--- src/rtl/age_pkg.sv ---
package age_pkg;

    localparam int CTL_W      = 16;
    localparam int AGE_W      = 8;
    localparam int AGE_LSB    = 4;
    localparam int AGE_MSB    = AGE_LSB + AGE_W - 1;
    localparam int LEARN_BIT  = 3;
    localparam int DBH_LSB    = 12;
    localparam int STATE_W    = 4;

    localparam logic [STATE_W-1:0] STATE_EMPTY  = 4'h0;
    localparam logic [STATE_W-1:0] STATE_STATIC = 4'hF;
    localparam logic [STATE_W-1:0] STATE_LAST   = 4'h1;

    typedef enum logic {
        SCAN_IDLE = 1'b0,
        SCAN_RUN  = 1'b1
    } scan_state_e;

endpackage

--- src/rtl/age_ctl_reg.sv ---
module age_ctl_reg
    import age_pkg::*;
#(
    parameter logic [AGE_W-1:0] AGE_RST = 8'd1
) (
    input  logic             clk,
    input  logic             rst_n,
    input  logic             ctl_wr,
    input  logic [CTL_W-1:0] ctl_wdata,
    input  logic             age_wr,
    input  logic [AGE_W-1:0] age_wdata,
    output logic [CTL_W-1:0] ctl_q,
    output logic [AGE_W-1:0] age_val,
    output logic             restart
);

    localparam logic [CTL_W-1:0] CTL_RST = CTL_W'(AGE_RST) << AGE_LSB;

    logic [CTL_W-1:0] ctl_d;
    logic             full_age_ok;
    logic             short_age_ok;

    assign full_age_ok  = ctl_wr && (ctl_wdata[AGE_MSB:AGE_LSB] != '0);
    assign short_age_ok = age_wr && (age_wdata != '0);

    always_comb begin
        ctl_d = ctl_q;
        if (ctl_wr) begin
            ctl_d[CTL_W-1:AGE_MSB+1] = ctl_wdata[CTL_W-1:AGE_MSB+1];
            ctl_d[AGE_LSB-1:0]       = ctl_wdata[AGE_LSB-1:0];
            if (full_age_ok) begin
                ctl_d[AGE_MSB:AGE_LSB] = ctl_wdata[AGE_MSB:AGE_LSB];
            end
        end
        if (short_age_ok) begin
            ctl_d[AGE_MSB:AGE_LSB] = age_wdata;
        end
    end

    always_ff @(posedge clk or negedge rst_n) begin
        if (!rst_n) begin
            ctl_q <= CTL_RST;
        end else begin
            ctl_q <= ctl_d;
        end
    end

    assign age_val = ctl_q[AGE_MSB:AGE_LSB];
    assign restart = full_age_ok || short_age_ok;

endmodule

--- src/rtl/age_prescaler.sv ---
module age_prescaler
    import age_pkg::*;
#(
    parameter int COEFF_CYCLES = 50000
) (
    input  logic             clk,
    input  logic             rst_n,
    input  logic             restart,
    input  logic [AGE_W-1:0] age_val,
    output logic             tick
);

    logic             unit_step;
    logic [AGE_W-1:0] unit_q;
    logic             unit_wrap;

    generate
        if (COEFF_CYCLES > 1) begin : g_coeff
            localparam int CW = $clog2(COEFF_CYCLES);
            localparam logic [CW-1:0] C_LAST = CW'(COEFF_CYCLES - 1);
            logic [CW-1:0] coeff_q;

            always_ff @(posedge clk or negedge rst_n) begin
                if (!rst_n) begin
                    coeff_q <= '0;
                end else if (restart || coeff_q == C_LAST) begin
                    coeff_q <= '0;
                end else begin
                    coeff_q <= coeff_q + 1'b1;
                end
            end

            assign unit_step = (coeff_q == C_LAST);
        end else begin : g_unit
            assign unit_step = 1'b1;
        end
    endgenerate

    assign unit_wrap = (unit_q == age_val - 8'd1);

    always_ff @(posedge clk or negedge rst_n) begin
        if (!rst_n) begin
            unit_q <= '0;
        end else if (restart) begin
            unit_q <= '0;
        end else if (unit_step) begin
            unit_q <= unit_wrap ? '0 : unit_q + 1'b1;
        end
    end

    assign tick = unit_step && unit_wrap;

endmodule

--- src/rtl/age_scanner.sv ---
module age_scanner
    import age_pkg::*;
#(
    parameter int N_ENTRIES = 16,
    parameter int IDX_W     = 4
) (
    input  logic               clk,
    input  logic               rst_n,
    input  logic               tick,
    output logic [IDX_W-1:0]   tbl_addr,
    input  logic [STATE_W-1:0] tbl_rdata,
    output logic               tbl_we,
    output logic [STATE_W-1:0] tbl_wdata,
    output logic               busy,
    output logic               age_out,
    output logic [IDX_W-1:0]   age_out_idx
);

    localparam logic [IDX_W-1:0] IDX_LAST = IDX_W'(N_ENTRIES - 1);

    scan_state_e      state_q, state_d;
    logic [IDX_W-1:0] idx_q, idx_d;
    logic             pend_q, pend_d;
    logic             at_last;
    logic             dynamic_ent;

    assign at_last = (idx_q == IDX_LAST);

    // state register
    always_ff @(posedge clk or negedge rst_n) begin
        if (!rst_n) begin
            state_q <= SCAN_IDLE;
            idx_q   <= '0;
            pend_q  <= 1'b0;
        end else begin
            state_q <= state_d;
            idx_q   <= idx_d;
            pend_q  <= pend_d;
        end
    end

    // transitions
    always_comb begin
        state_d = state_q;
        idx_d   = idx_q;
        pend_d  = pend_q;
        unique case (state_q)
            SCAN_IDLE: begin
                if (tick) begin
                    state_d = SCAN_RUN;
                    idx_d   = '0;
                    pend_d  = 1'b0;
                end
            end
            SCAN_RUN: begin
                if (at_last) begin
                    if (tick || pend_q) begin
                        idx_d  = '0;
                        pend_d = 1'b0;
                    end else begin
                        state_d = SCAN_IDLE;
                    end
                end else begin
                    idx_d = idx_q + 1'b1;
                    if (tick) begin
                        pend_d = 1'b1;
                    end
                end
            end
        endcase
    end

    assign dynamic_ent = (tbl_rdata != STATE_EMPTY) && (tbl_rdata != STATE_STATIC);

    // outputs
    always_comb begin
        busy        = 1'b0;
        tbl_we      = 1'b0;
        age_out     = 1'b0;
        tbl_wdata   = tbl_rdata - 4'd1;
        tbl_addr    = idx_q;
        age_out_idx = idx_q;
        unique case (state_q)
            SCAN_IDLE: begin
                busy = 1'b0;
            end
            SCAN_RUN: begin
                busy    = 1'b1;
                tbl_we  = dynamic_ent;
                age_out = (tbl_rdata == STATE_LAST);
            end
        endcase
    end

endmodule

--- src/rtl/mac_age_timer.sv ---
module mac_age_timer
    import age_pkg::*;
#(
    parameter int               N_ENTRIES    = 16,
    parameter int               COEFF_CYCLES = 50000,
    parameter logic [7:0]       AGE_RST      = 8'd1
) (
    input  logic                         clk,
    input  logic                         rst_n,
    input  logic                         ctl_wr,
    input  logic [15:0]                  ctl_wdata,
    input  logic                         age_wr,
    input  logic [7:0]                   age_wdata,
    output logic [15:0]                  ctl_rdata,
    output logic                         learn_all,
    output logic [3:0]                   db_hi,
    output logic                         age_tick,
    output logic                         scan_busy,
    output logic [$clog2(N_ENTRIES)-1:0] tbl_addr,
    input  logic [3:0]                   tbl_rdata,
    output logic                         tbl_we,
    output logic [3:0]                   tbl_wdata,
    output logic                         age_out,
    output logic [$clog2(N_ENTRIES)-1:0] age_out_idx
);

    localparam int IDX_W = $clog2(N_ENTRIES);

    logic [CTL_W-1:0] ctl_q;
    logic [AGE_W-1:0] age_val;
    logic             restart;

    age_ctl_reg #(.AGE_RST(AGE_RST)) u_ctl (
        .clk       (clk),
        .rst_n     (rst_n),
        .ctl_wr    (ctl_wr),
        .ctl_wdata (ctl_wdata),
        .age_wr    (age_wr),
        .age_wdata (age_wdata),
        .ctl_q     (ctl_q),
        .age_val   (age_val),
        .restart   (restart)
    );

    age_prescaler #(.COEFF_CYCLES(COEFF_CYCLES)) u_presc (
        .clk     (clk),
        .rst_n   (rst_n),
        .restart (restart),
        .age_val (age_val),
        .tick    (age_tick)
    );

    age_scanner #(.N_ENTRIES(N_ENTRIES), .IDX_W(IDX_W)) u_scan (
        .clk         (clk),
        .rst_n       (rst_n),
        .tick        (age_tick),
        .tbl_addr    (tbl_addr),
        .tbl_rdata   (tbl_rdata),
        .tbl_we      (tbl_we),
        .tbl_wdata   (tbl_wdata),
        .busy        (scan_busy),
        .age_out     (age_out),
        .age_out_idx (age_out_idx)
    );

    assign ctl_rdata = ctl_q;
    assign learn_all = ctl_q[LEARN_BIT];
    assign db_hi     = ctl_q[CTL_W-1:DBH_LSB];

endmodule

--- config.mk ---
export PLATFORM = sky130hd
export DESIGN_NAME = mac_age_timer
export DESIGN_NICKNAME = d
export VERILOG_FILES = /design/src/rtl/age_pkg.sv /design/src/rtl/age_ctl_reg.sv /design/src/rtl/age_prescaler.sv /design/src/rtl/age_scanner.sv /design/src/rtl/mac_age_timer.sv
export SDC_FILE = /design/constraint.sdc
export NUM_CORES = 1
export LEC_CHECK = 0
export ABC_AREA = 1
export CAP_MARGIN = 15
export CORE_MARGIN = 2
export CORE_UTILIZATION = 50
export CTS_BUF_LIST = sky130_fd_sc_hd__clkbuf_2 sky130_fd_sc_hd__clkbuf_4 sky130_fd_sc_hd__clkbuf_8
export DETAILED_ROUTE_END_ITERATION = 10
export MAX_ROUTING_LAYER = met4
export PLACE_DENSITY = 0.81
export SYNTH_ARGS = -nofsm -noshare
export SYNTH_HDL_FRONTEND = slang
export SYNTH_SLANG_ARGS = --single-unit
--- constraint.sdc ---
create_clock -name clk -period 2.4 [get_ports clk]
set_clock_uncertainty 0.05 [all_clocks]
set_input_delay 0.24 -clock clk [delete_from_list [all_inputs] [get_ports clk]]
set_output_delay 0.24 -clock clk [all_outputs]
set_load 0.005 [all_outputs]
Yosys cells after proc, flatten, opt, wreduce, memory -nomap -nowiden
Index checks and enable logic that the tools add are counted.

Memories kept: 0. Register bits: 46. Bits of input ports: 32. Memory bits (read-only): 0. Bits in writable memories: 0. Word-level logic and storage cells: 60. Latch bits: 0.

Div/mod/pow operators: 0. Multiply operators: 0. Equality and inequality tests: 8. Add/sub/neg operators: 5. Magnitude comparators: 0. Shift operators: 0. Reductions and logical operators: 16. Multiplexer cells: 23. Bitwise logic cells: 1.

Operators by type and width (count): $mux 8 (5); $add 16x1->16 const B (1); $eq 16x16->1 const B (1); $mux 16 (1); $reduce_bool 8->1 (2); $mux 12 (1); $mux 4 (3); $mux 1 (9); $add 8x1->8 const B (1); $eq 8x8->1 (1); $pmux 4 s2 (1); $sub 8x1->8 const B (1); $pmux 1 s2 (3); $reduce_bool 2->1 (3); $add 4x1->4 const B (1); $eq 4x1->1 const B (1); $eq 4x4->1 const B (1); $logic_and 1x1->1 (4); $ne 4x4->1 const B (1); $reduce_and 2->1 (2); $reduce_bool 4->1 (1); $sub 4x1->4 const B (1); $logic_or 1x1->1 (3); $ne 3x2->1 const B (1); other kinds (4) (4).

Longest topological paths before layout
Gate-level depths: netlist of the first run.

Depth in word-level cells: 7. Mapped depth: 13. Depth with buffers taken out: 13.

By module
A second synthesis of the first run with hierarchy kept.

Cell total of the unflattened synthesis: 394. Area total of the unflattened synthesis: 3004.1 µm².

Modules (own cells, without submodules): age_prescaler (times used 1, cells an instance 226, seq. area each 600.6 µm², area an instance 1612.8 µm²); age_ctl_reg (times used 1, cells an instance 108, seq. area each 401.6 µm², area an instance 929.6 µm²); age_scanner (times used 1, cells an instance 55, seq. area each 150.1 µm², area an instance 424.2 µm²); mac_age_timer (times used 1, cells an instance 5, seq. area each 0.0 µm², area an instance 37.5 µm²).

Worst setup path after synthesis of the first run
No wires, ideal clock.

Kind: reg2reg. From: register u_ctl.ctl_q[4]. To: register u_presc.unit_q[3]. Required time: 2.226 ns. Setup slack: 0.549 ns. Buffers on the path: 0. Cell stages (with the launch flop): 13. Data arrival time: 1.678 ns. Clock period less this slack: 1.851 ns. Cells stage by stage: dfstp_2 inv_1 ha_1 inv_1 nand2_1 nand2_1 nand2_1 nand2_1 nand3_1 nor2_1 nand2_1 nand2_1 a21oi_2.

Longest elaborated chain between the ends: 5.

Ends and longest elaborated chain: from (decl) (RTL line age_ctl_reg.sv:12) `output logic [CTL_W-1:0] ctl_q,`; from (signal assigned) (RTL line age_ctl_reg.sv:44) `ctl_q <= ctl_d;`; $sub 8x1->8 (RTL line age_prescaler.sv:39) `assign unit_wrap = (unit_q == age_val - 8'd1);`; $eq 8x8->1 (RTL line age_prescaler.sv:39); $mux 8 (RTL line age_prescaler.sv:47) `unit_q <= unit_wrap ? '0 : unit_q + 1'b1;`; $mux 8 (RTL line age_prescaler.sv:46) `end else if (unit_step) begin`; $mux 8 (RTL line age_prescaler.sv:44) `end else if (restart) begin`; to (signal assigned) (RTL line age_prescaler.sv:47); to (decl) (RTL line age_prescaler.sv:14) `logic [AGE_W-1:0] unit_q;`.

No other way between the ends. The select of a mux whose other input is x is not followed. A chain may end at the register's enable or synchronous reset.

Worst setup path after layout of the first run
From: register u_ctl.ctl_q[4]. To: output age_tick.

Longest elaborated chain between the ends: 3.

Ends and longest elaborated chain: $sub 8x1->8 (RTL line age_prescaler.sv:39); $eq 8x8->1 (RTL line age_prescaler.sv:39); $logic_and 1x1->1 (RTL line age_prescaler.sv:51) `assign tick = unit_step && unit_wrap;`; to (decl) (RTL line mac_age_timer.sv:17) `output logic age_tick,`.

No other way between the ends.

==> key figures, run 1 <==
Run status
  – Run status: finished clean

Clock tree
  – Clock tree buffer depth: 2
  – Root Buffer: clkbuf_8
  – CTS clk-pin slew, worst paths: about 0.10 ns
  – Clock Sinks: between 40 and 50
  – H-tree levels: 2
  – Clock Latency Late Sink: roughly 0.3 ns
  – CTS tree: done
  – Num CTS Buffers: 5

Floorplanning
  – Die Span Y: slightly below 80 microns
  – Core box area: 5510 sq um
  – Die W: between 70 and 80 microns
  – Die area: roughly 6300 sq um
  – Initial core utilization: around half
  – Num rows: 27
  – I/O pin total: 69

Logic synthesis
  – Sequential area share after synthesis: between 40% and 50%
  – Post-synth cell types: 36
  – Mean Syn Cell Area: about 7.5 sq um
  – Yosys Warn Count: 0
  – Count of state elements after synthesis: 46
  – Synthesized instance count: 381
  – Synthesized Nets: 420
  – Mapped cell area: roughly 2800 sq um

Global route
  – Gr usage total: a little under a quarter
  – Initial antenna violation count: 0
  – Grt met2 use: 40.7%
  – Gr ovfl total: 0
  – Most used routing layer: met2
  – Vias in the first global route: roughly 2700
  – Met1 Use GR: a little over a quarter
  – First-pass GRT wire length: 11.4 mm
  – Largest net degree at the start of global routing: 23
  – GRT met3 Usage: just over 5%

Setup path
  – CP Class: reg -> out
  – Critical Path Start: u_ctl.ctl_q[4]
  – R2R setup slack: 0.26 ns
  – Worst Path Required: 2.11 ns
  – CP Launch Type: register
  – Worst R2R End: u_presc.unit_q[7]
  – CP max FO: 4
  – RR Startpoint: u_ctl.ctl_q[4]
  – R2R cell count: 10
  – Worst Setup End Kind: primary output
  – CP Data Arrival Time: between 1.5 and 2 ns

Layout
  – Fin nets: ~490
  – Share of cells above drive strength 1: just under 10%
  – Area growth, synth to finish: 30.9%
  – Multi-input gate area: between 1000 and 1500 sq um
  – Reg area: approximately 1200 sq um
  – Most frequent cells in the layout: nand2_1 (96), clkdlybuf4s50_1 (66), inv_1 (51), dfrtp_1 (45), nand3_1 (40)
  – Fillers: 478
  – Most common cell after layout, fill and taps aside: nand2_1
  – Antenna cells: 0

Timing
  – Unrepaired setup endpoints after global routing: no
  – Worst-margin pin slew: 0.516 ns
  – Tcrit/Tclk final: slightly above 90%
  – Max-slew violations: 0
  – Rel. slew slack: about two thirds
  – Setup TNS: 0 ns
  – Final Setup Violations: 0
  – Fmax: 460 MHz
  – Post-route minimum period: 2.17 ns
  – Final hold vios: 0

Min path
  – Hold Path Class: in -> async

Power and ir drop
  – Lkg Pwr: approximately 0.0017 uW
  – Total power: ~1700 uW
  – VDD IR max: roughly 330 uV
  – PD cells: between 400 and 500 nW/um^2

Routing
  – Antenna-violating nets left: 0
  – Drt drc: 0
  – First DRT Iteration DRCs: between 150 and 200
  – DR vias/cell: between 5 and 6
  – Drt pass-1 iters: 7
  – Vias: roughly 2800
  – Routed WL per cell: approximately 13 microns
  – WL final: 6.65 mm

Placement
  – Detailed Place HPWL: between 5 and 6 mm
  – Final RePlAce weighted congestion: 0.907
  – I/O Buffers: 68

Run
  – Max Cap Viol: 0
layout make-up:
type                            count  share of cell area (%)
Multi-Input combinational cell    267                    37.5
Inverter                           54                    5.58
Timing Repair Buffer               80                    20.5
Clock buffer                        5                    1.85
Tap cell                           72                    2.42
Sequential cell                    46                    31.0
Clock inverter                      3                    1.18
how the worst max path moves through the flow:
stage | end | cells after the start
detailed placement | age_tick | 12
finish | age_tick | 10
global placement | age_tick | 12
CTS | age_tick | 12
floorplan | u_presc.unit_q[3] | 12
global route | age_tick | 12
sequential cells by signal, indices dropped and copies added, names as in the netlist:
signal                   cells
u_scan.age_out_idx           4
u_scan.state_q               1
u_presc.unit_q               8
u_scan.pend_q                1
u_ctl.ctl_q                 16
u_presc.g_coeff.coeff_q     16
cells by family after synthesis:
logic type	Yosys count	share of synthesized area (%)
buffers and inverters	68	10.7
flip-flops	46	40.5
XOR/XNOR	13	4.01
adder cells (fa/ha/maj)	7	3.08
AND/OR/NAND/NOR	212	33.6
AO/OA/AOI/OAI	35	8.05
worst max-delay path, stage by stage (launching register included):
cell and delay [ns]:
dfstp_2 0.54, inv_1 0.05, ha_2 0.20, nand2_1 0.10, o21ai_0 0.10, nand2_1 0.10
nand2_1 0.07, nor2_2 0.16, nand3_2 0.10, inv_1 0.06, clkbuf_2 0.11
routing by layer:
metal,vias up,share of wire [%]
li1,1367,-
met1,1329,42
met2,117,51
met3,16,6.1
met4,0,1.1
met5,-,0
synthesized netlist by cell type, drive strengths merged:
library cell  number  area (sq um)
nand2            100           393
inv               53           199
dfrtp             45          1130
nor2              43           171
nand3             42           220
o21ai             19           106
buf               12          88.8
nor3              11          55.1
xor2              11          96.3
nand4             10          62.6
ha                 7          87.6
a21oi              6          37.5
o221ai             5          43.8
clkbuf             2          7.51
nor4               2          27.5
o211ai             2          15.0
or2                2          12.5
xnor2              2          17.5
a211oi             1          12.5
a31oi              1          6.26
and3               1          6.26
clkinv             1          8.76
dfstp              1          26.3
nor3b              1          7.51
o21a               1          7.51
stage by stage:
| stage | worst slack, ns | hold WS [ns] | instance area (sq um) | util (%) | instances |
|---|---|---|---|---|---|
| after global placement | 0.141 | 0.0778 | 3560 | 64.7 | 514 |
| after floorplan | 0.549 | -0.106 | 2840 | - | 381 |
| after detailed placement | 0.0461 | 0.0707 | 3560 | 64.7 | 514 |
| final | 0.225 | 0.275 | 3720 | 67.6 | 527 |
| after CTS | 0.0961 | 0.279 | 3710 | 67.3 | 525 |
| after global routing | 0.0631 | 0.305 | 3720 | 67.6 | 527 |
what timing repair did:
| action | in CTS | in global routing |
|---|---|---|
| hold buffers | 1 | 0 |
| setup buffers | 2 | 2 |
| endpoints found under the hold margin | 9 | 0 |
| gates resized for setup | 3 | 3 |
| pin swaps | 1 | 3 |
| endpoints found under the setup margin | 1 | 1 |
power breakdown:
group / switching [uW] / internal [uW]
combinational: 150 / 170
clock: 291 / 313
sequential: 23.9 / 802
total: 465 / 1280
No activity file was read; power rests on OpenSTA's default activity.
==> inputs of run 2 (changes only) <==
==> constraint.sdc (replaced) <==
create_clock -name clk -period 2.65 [get_ports clk]
set_clock_uncertainty 0.05 [all_clocks]
set_input_delay 0.265 -clock clk [delete_from_list [all_inputs] [get_ports clk]]
set_output_delay 0.265 -clock clk [all_outputs]
set_load 0.005 [all_outputs]
==> run 2 against run 1 <==
  * Clock-buffer cell count rose by 1
  * Cell count shrank 1.3%
  * Critical path depth decreased by 3
  * Non-clock buffer count is 7 lower
==> key figures, run 2 (same netlist as run 1, synthesis figures left out) <==
Routing
  – Antenna-violating nets left: 0
  – Vias: ~2700
  – DR vias/cell: ~5.1
  – First DRT Iteration DRCs: 172
  – Drt pass-1 iters: 4
  – Drt drc: 0
  – Routed WL per cell: about 12 microns
  – WL final: between 6 and 7 mm

Floorplanning
  – Die Span Y: between 70 and 80 microns
  – Num rows: 27
  – Initial core utilization: between 50% and 60%
  – Die W: approximately 79 microns
  – Core box area: ~5500 sq um
  – Die area: 6300 sq um
  – I/O pin total: just under 70

Run
  – Max Cap Viol: 0

Placement
  – Final RePlAce weighted congestion: just over 0.9
  – Pre-CTS setup slack: roughly 0.22 ns
  – I/O Buffers: 68
  – Detailed Place HPWL: approximately 4.7 mm

Power and ir drop
  – VDD IR max: roughly 400 uV
  – PD cells: approximately 420 nW/um^2
  – Lkg Pwr: ~0.0017 uW
  – Sw Pwr: between 300 and 400 uW
  – Int Pwr: 1170 uW
  – Flop pwr share: between 40% and 50%
  – Clock share of power: 33.9%
  – Combinational power share: 17.9%
  – Sw frac: approximately a quarter

Setup path
  – CP Data Arrival Time: between 1.5 and 2 ns
  – Worst Path Required: about 2.3 ns
  – CP Class: in -> out
  – CP max FO: 3
  – Worst Setup End Kind: primary output
  – CP Launch Type: primary input

Layout
  – Share of cells above drive strength 1: roughly 8.3%
  – Fillers: approximately 450
  – Fin nets: approximately 490
  – Top flop regs: u_ctl.ctl_q: 16 flops, u_presc.g_coeff.coeff_q: 16 flops, u_presc.unit_q: 8 flops
  – Antenna cells: 0
  – Most common cell after layout, fill and taps aside: nand2_1
  – Area growth, synth to finish: 29.3%
  – Most frequent cells in the layout: nand2_1 (97), clkdlybuf4s50_1 (66), inv_1 (51), dfrtp_1 (45), nand3_1 (40)

Global route
  – Gr ovfl total: 0
  – Vias in the first global route: about 2500
  – Initial antenna violation count: 0
  – Largest net degree at the start of global routing: 47
  – Gr usage total: about a fifth
  – First-pass GRT wire length: 10.5 mm

Timing
  – Final Setup Violations: 0
  – Rel. slew slack: 33.5%
  – Unrepaired setup endpoints after global routing: no
  – Worst-margin pin slew: 0.998 ns
  – Max-slew violations: 0
  – Fmax: 447 MHz
  – Tcrit/Tclk final: a little over four fifths
  – Setup ws final: 0.415 ns
  – Setup TNS: 0 ns
  – Final hold vios: 0
  – Post-route minimum period: 2.23 ns
  – Hold_ws: just over 0.08 ns

Min path
  – Hold Path Class: in -> async

Clock tree
  – Num CTS Buffers: 5
  – CTS clk-pin slew, worst paths: roughly 0.08 ns
  – CTS tree: done
  – Clock Sinks: 46
  – Root Buffer: clkbuf_8
  – Clock Latency Late Sink: 0.30 ns
  – Clock tree buffer depth: 2
  – H-tree levels: 2
  – Hold_buf cts: 0

Run status
  – Run status: finished clean
==> run 2: area by class of cell <==
class | count | area [sq um] | share of cell area (%)
repair buffers | 73 | 716 | 19.5
multi-input cells | 267 | 1400 | 38.0
inverters | 54 | 208 | 5.65
well taps | 72 | 90.1 | 2.45
flip-flops and latches | 46 | 1150 | 31.3
clock inverters | 2 | 37.5 | 1.02
clock buffers | 6 | 76.3 | 2.08
==> run 2: final timing paths <==
| path | slack [ns] | depth (start not counted) | startpoint | end |
|---|---|---|---|---|
| worst max-delay path | 0.42 | 7 | tbl_rdata[0] | tbl_we |
| worst min-delay path | 0.08 | 1 | rst_n | u_presc.g_coeff.coeff_q[13] |
| worst max register to register | 0.73 | 12 | u_ctl.ctl_q[4] | u_presc.unit_q[4] |
| worst min register to register | 0.42 | 1 | u_presc.g_coeff.coeff_q[0] | u_presc.g_coeff.coeff_q[0] |
| max in group asynchronous | 1.86 | 1 | rst_n | u_presc.unit_q[2] |
| min in group clk | 0.42 | 1 | u_presc.g_coeff.coeff_q[0] | u_presc.g_coeff.coeff_q[0] |
==> run 2: what timing repair did <==
item | in CTS | in global routing
setup endpoints to repair | 1 | 1
gates resized for setup | 1 | 3
pin swaps | 1 | 1
setup buffers | 1 | 1
==> run 2: power groups by stage <==
stage / combinational [uW] / clock [uW] / sequential, uW
4_1_cts: 278 / 540 / 750
3_3_place_gp: 271 / 0 / 762
6_report: 278 / 526 / 749
3_5_place_dp: 275 / 0 / 763
2_1_floorplan: 125 / 0 / 762
5_1_grt: 312 / 567 / 753
==> run 2: metrics by stage <==
| stage | util (%) | std cells | instance area (sq um) | total power (uW) |
|---|---|---|---|---|
| 2_1_floorplan | - | 381 | 2840 | 887 |
| 3_3_place_gp | 64.2 | 510 | 3530 | 1030 |
| 3_5_place_dp | 64.2 | 510 | 3530 | 1040 |
| 4_1_cts | 66.4 | 519 | 3660 | 1570 |
| 5_1_grt | 66.8 | 520 | 3680 | 1630 |
| 6_report | 66.8 | 520 | 3680 | 1550 |
==> run 2: routing by layer <==
metal  vias up  share of wire, %  global-route usage (%)
met1      1205                44                    24.9
met5         -                 0                       -
li1       1346                 -                       -
met3         9               5.5                    4.07
met4         0               1.3                    7.41
met2        90                49                    36.6
==> run 2: worst max-delay path: stages <==
cell	delay, ns
clkdlybuf4s50_1	0.51
inv_1	0.08
ha_1	0.23
nand2_1	0.07
o21ai_0	0.07
a31oi_1	0.17
clkdlybuf4s50_1	0.53
==> inputs of run 3 (changes only) <==
==> constraint.sdc (replaced) <==
create_clock -name clk -period 2.1 [get_ports clk]
set_clock_uncertainty 0.05 [all_clocks]
set_input_delay 0.21 -clock clk [delete_from_list [all_inputs] [get_ports clk]]
set_output_delay 0.21 -clock clk [all_outputs]
set_load 0.005 [all_outputs]
==> run 3 against run 2 <==
  * Register-to-register slack lost 0.66 ns
  * Hold slack improved by 0.27 ns
  * Global-route usage is 1.4 points higher
  * Sequential cell count unchanged
  * Setup slack worse by 0.39 ns
  * Sequential power increased by 26%
  * Critical path depth rose by 5
  * Die area unchanged
  * Critical path type is now reg -> out
  * Critical endpoint is now age_tick
  * Highest routed layer unchanged
==> key figures, run 3 (same netlist as run 1, synthesis figures left out) <==
Setup path
  – Max stage delay on crit path: between 0.5 and 0.6 ns
  – CP top delay family: flip-flops
  – Top cell by count, worst path: nand2_1
  – CP Class: reg -> out
  – CP Launch Type: register
  – CP max FO: 4
  – CP Data Arrival Time: ~1.8 ns
  – Worst Path Required: between 1.5 and 2 ns
  – Worst path bufs/invs: 4
  – Slowest CP cell: dfstp_2
  – Critical path, cell by cell: inv_2 -> ha_4 -> inv_1 -> nand2_1 -> nand2_1 -> nand2_1 -> nand2_1 -> nand3_2 -> nor2_4 -> nand3_2 -> inv_2 -> buf_6
  – Worst Setup End Kind: primary output

Layout
  – Top flop regs: u_ctl.ctl_q: 16 flops, u_presc.g_coeff.coeff_q: 16 flops, u_presc.unit_q: 8 flops
  – Area growth, synth to finish: 34.6%
  – Antenna cells: 0
  – Fin nets: 502
  – Most frequent cells in the layout: nand2_1 (92), clkdlybuf4s50_1 (65), inv_1 (46), dfrtp_1 (44), nand3_1 (39)
  – Share of cells above drive strength 1: 13.8%
  – Most common cell after layout, fill and taps aside: nand2_1
  – Finished Core Util: 69.5%
  – Fillers: 457

Routing
  – WL final: about 6.6 mm
  – Drt drc: 0
  – Drt pass-1 iters: 4
  – Antenna-violating nets left: 0
  – DR vias/cell: about 5.1
  – Routed WL per cell: about 12 microns
  – Vias: 2720
  – First DRT Iteration DRCs: a little over 90

Floorplanning
  – Initial core utilization: 51.6%
  – I/O pin total: 69
  – Die Span Y: 79.4 microns
  – Num rows: 27
  – Die area: between 6000 and 7000 sq um
  – Core box area: 5510 sq um
  – Die W: a little under 80 microns

Clock tree
  – Num CTS Buffers: 5
  – CTS tree: done
  – CTS clk-pin slew, worst paths: 0.08 ns
  – Root Buffer: clkbuf_8
  – Clock Sinks: 46
  – Clock Latency Late Sink: approximately 0.29 ns
  – H-tree levels: 2
  – Clock tree buffer depth: 2

Run
  – Max Cap Viol: 0

Global route
  – First-pass GRT wire length: 11.1 mm
  – Gr ovfl total: 0
  – Gr usage total: around 23%
  – Initial antenna violation count: 0
  – Largest net degree at the start of global routing: 24
  – Vias in the first global route: 2624

Placement
  – Final RePlAce weighted congestion: roughly 0.9
  – I/O Buffers: 68
  – Detailed Place HPWL: ~5.1 mm

Min path
  – Hold Path Class: in -> async

Run status
  – Run status: finished clean

Power and ir drop
  – PD cells: about 500 nW/um^2
  – Total power: between 1500 and 2000 uW
  – Lkg Pwr: between 0.0015 and 0.002 uW
  – VDD IR max: 314 uV

Timing
  – Worst-margin pin slew: between 0.5 and 0.6 ns
  – Final hold vios: 0
  – Fmax: 483 MHz
  – Max-slew violations: 0
  – Post-route minimum period: around 2.1 ns
  – Final Setup Violations: 0
  – Rel. slew slack: 62.4%
  – Tcrit/Tclk final: 98.7%
## run 3: cell types whose count changed in the layout (fill, tap and decap cells not counted), moves of 2 or more
cell	change
buf_4	+14
buf_6	+2
inv_1	-5
inv_2	+5
nand2_1	-5
nand2_2	+4
nor2_2	-3
nor2_4	+3
## run 3: layout make-up
type	count	area, sq um	area share [%]
clock inverter	1	5.00	0.131
tap	72	90.1	2.36
clock buffer	7	90.1	2.36
inverter	54	208	5.43
timing repair buffer	89	840	21.9
multi-input combinational	267	1440	37.6
sequential	46	1150	30.2
## run 3: path summary, 6_finish.rpt
| check | startpoint | endpoint | slack (ns) | depth (start not counted) |
|---|---|---|---|---|
| setup / recovery | u_ctl.ctl_q[4] | age_tick | 0.03 | 12 |
| hold / removal | rst_n | u_presc.g_coeff.coeff_q[14] | 0.36 | 2 |
| setup reg to reg | u_ctl.ctl_q[4] | u_presc.unit_q[4] | 0.07 | 13 |
| hold reg to reg | u_ctl.ctl_q[1] | u_ctl.ctl_q[1] | 0.43 | 2 |
| max in group asynchronous | rst_n | u_ctl.ctl_q[4] | 1.03 | 3 |
| min in group clk | ctl_wdata[14] | u_ctl.ctl_q[14] | 0.40 | 3 |
## run 3: timing repair
action | CTS | global route
buffers inserted | 1 | 3
endpoints found under the setup margin | 2 | 3
pin swaps | 6 | 9
hold endpoints to repair | 21 | 0
gates resized for setup | 10 | 17
hold buffers | 1 | 0
## run 3: report_power, final
| group | leakage [uW] | switching [uW] | internal [uW] |
|---|---|---|---|
| registers | 0.000608 | 29.8 | 917 |
| logic | 0.00113 | 186 | 217 |
| clock network | 0.0000517 | 292 | 279 |
## run 3: metal layers
| metal | track usage [%] | share of wire, % | vias up |
|---|---|---|---|
| met5 | - | 0 | - |
| met4 | 6.55 | 0.96 | 0 |
| met3 | 4.86 | 5.4 | 7 |
| met2 | 38.3 | 50 | 78 |
| met1 | 27.5 | 44 | 1251 |
| li1 | - | - | 1384 |
## run 3: per-stage QoR
| stage | setup WS [ns] | TNS, ns | area, sq um | hold WS [ns] | cells |
|---|---|---|---|---|---|
| final | 0.0279 | 0 | 3820 | 0.356 | 536 |
| after detailed placement | -0.132 | -0.146 | 3630 | 0.160 | 523 |
| after floorplan | 0.249 | 0 | 2840 | -0.136 | 381 |
| after global placement | -0.0618 | -0.0618 | 3630 | 0.154 | 523 |
| after CTS | 0.0247 | 0 | 3760 | 0.371 | 533 |
| after global routing | -0.0471 | -0.135 | 3820 | 0.402 | 536 |
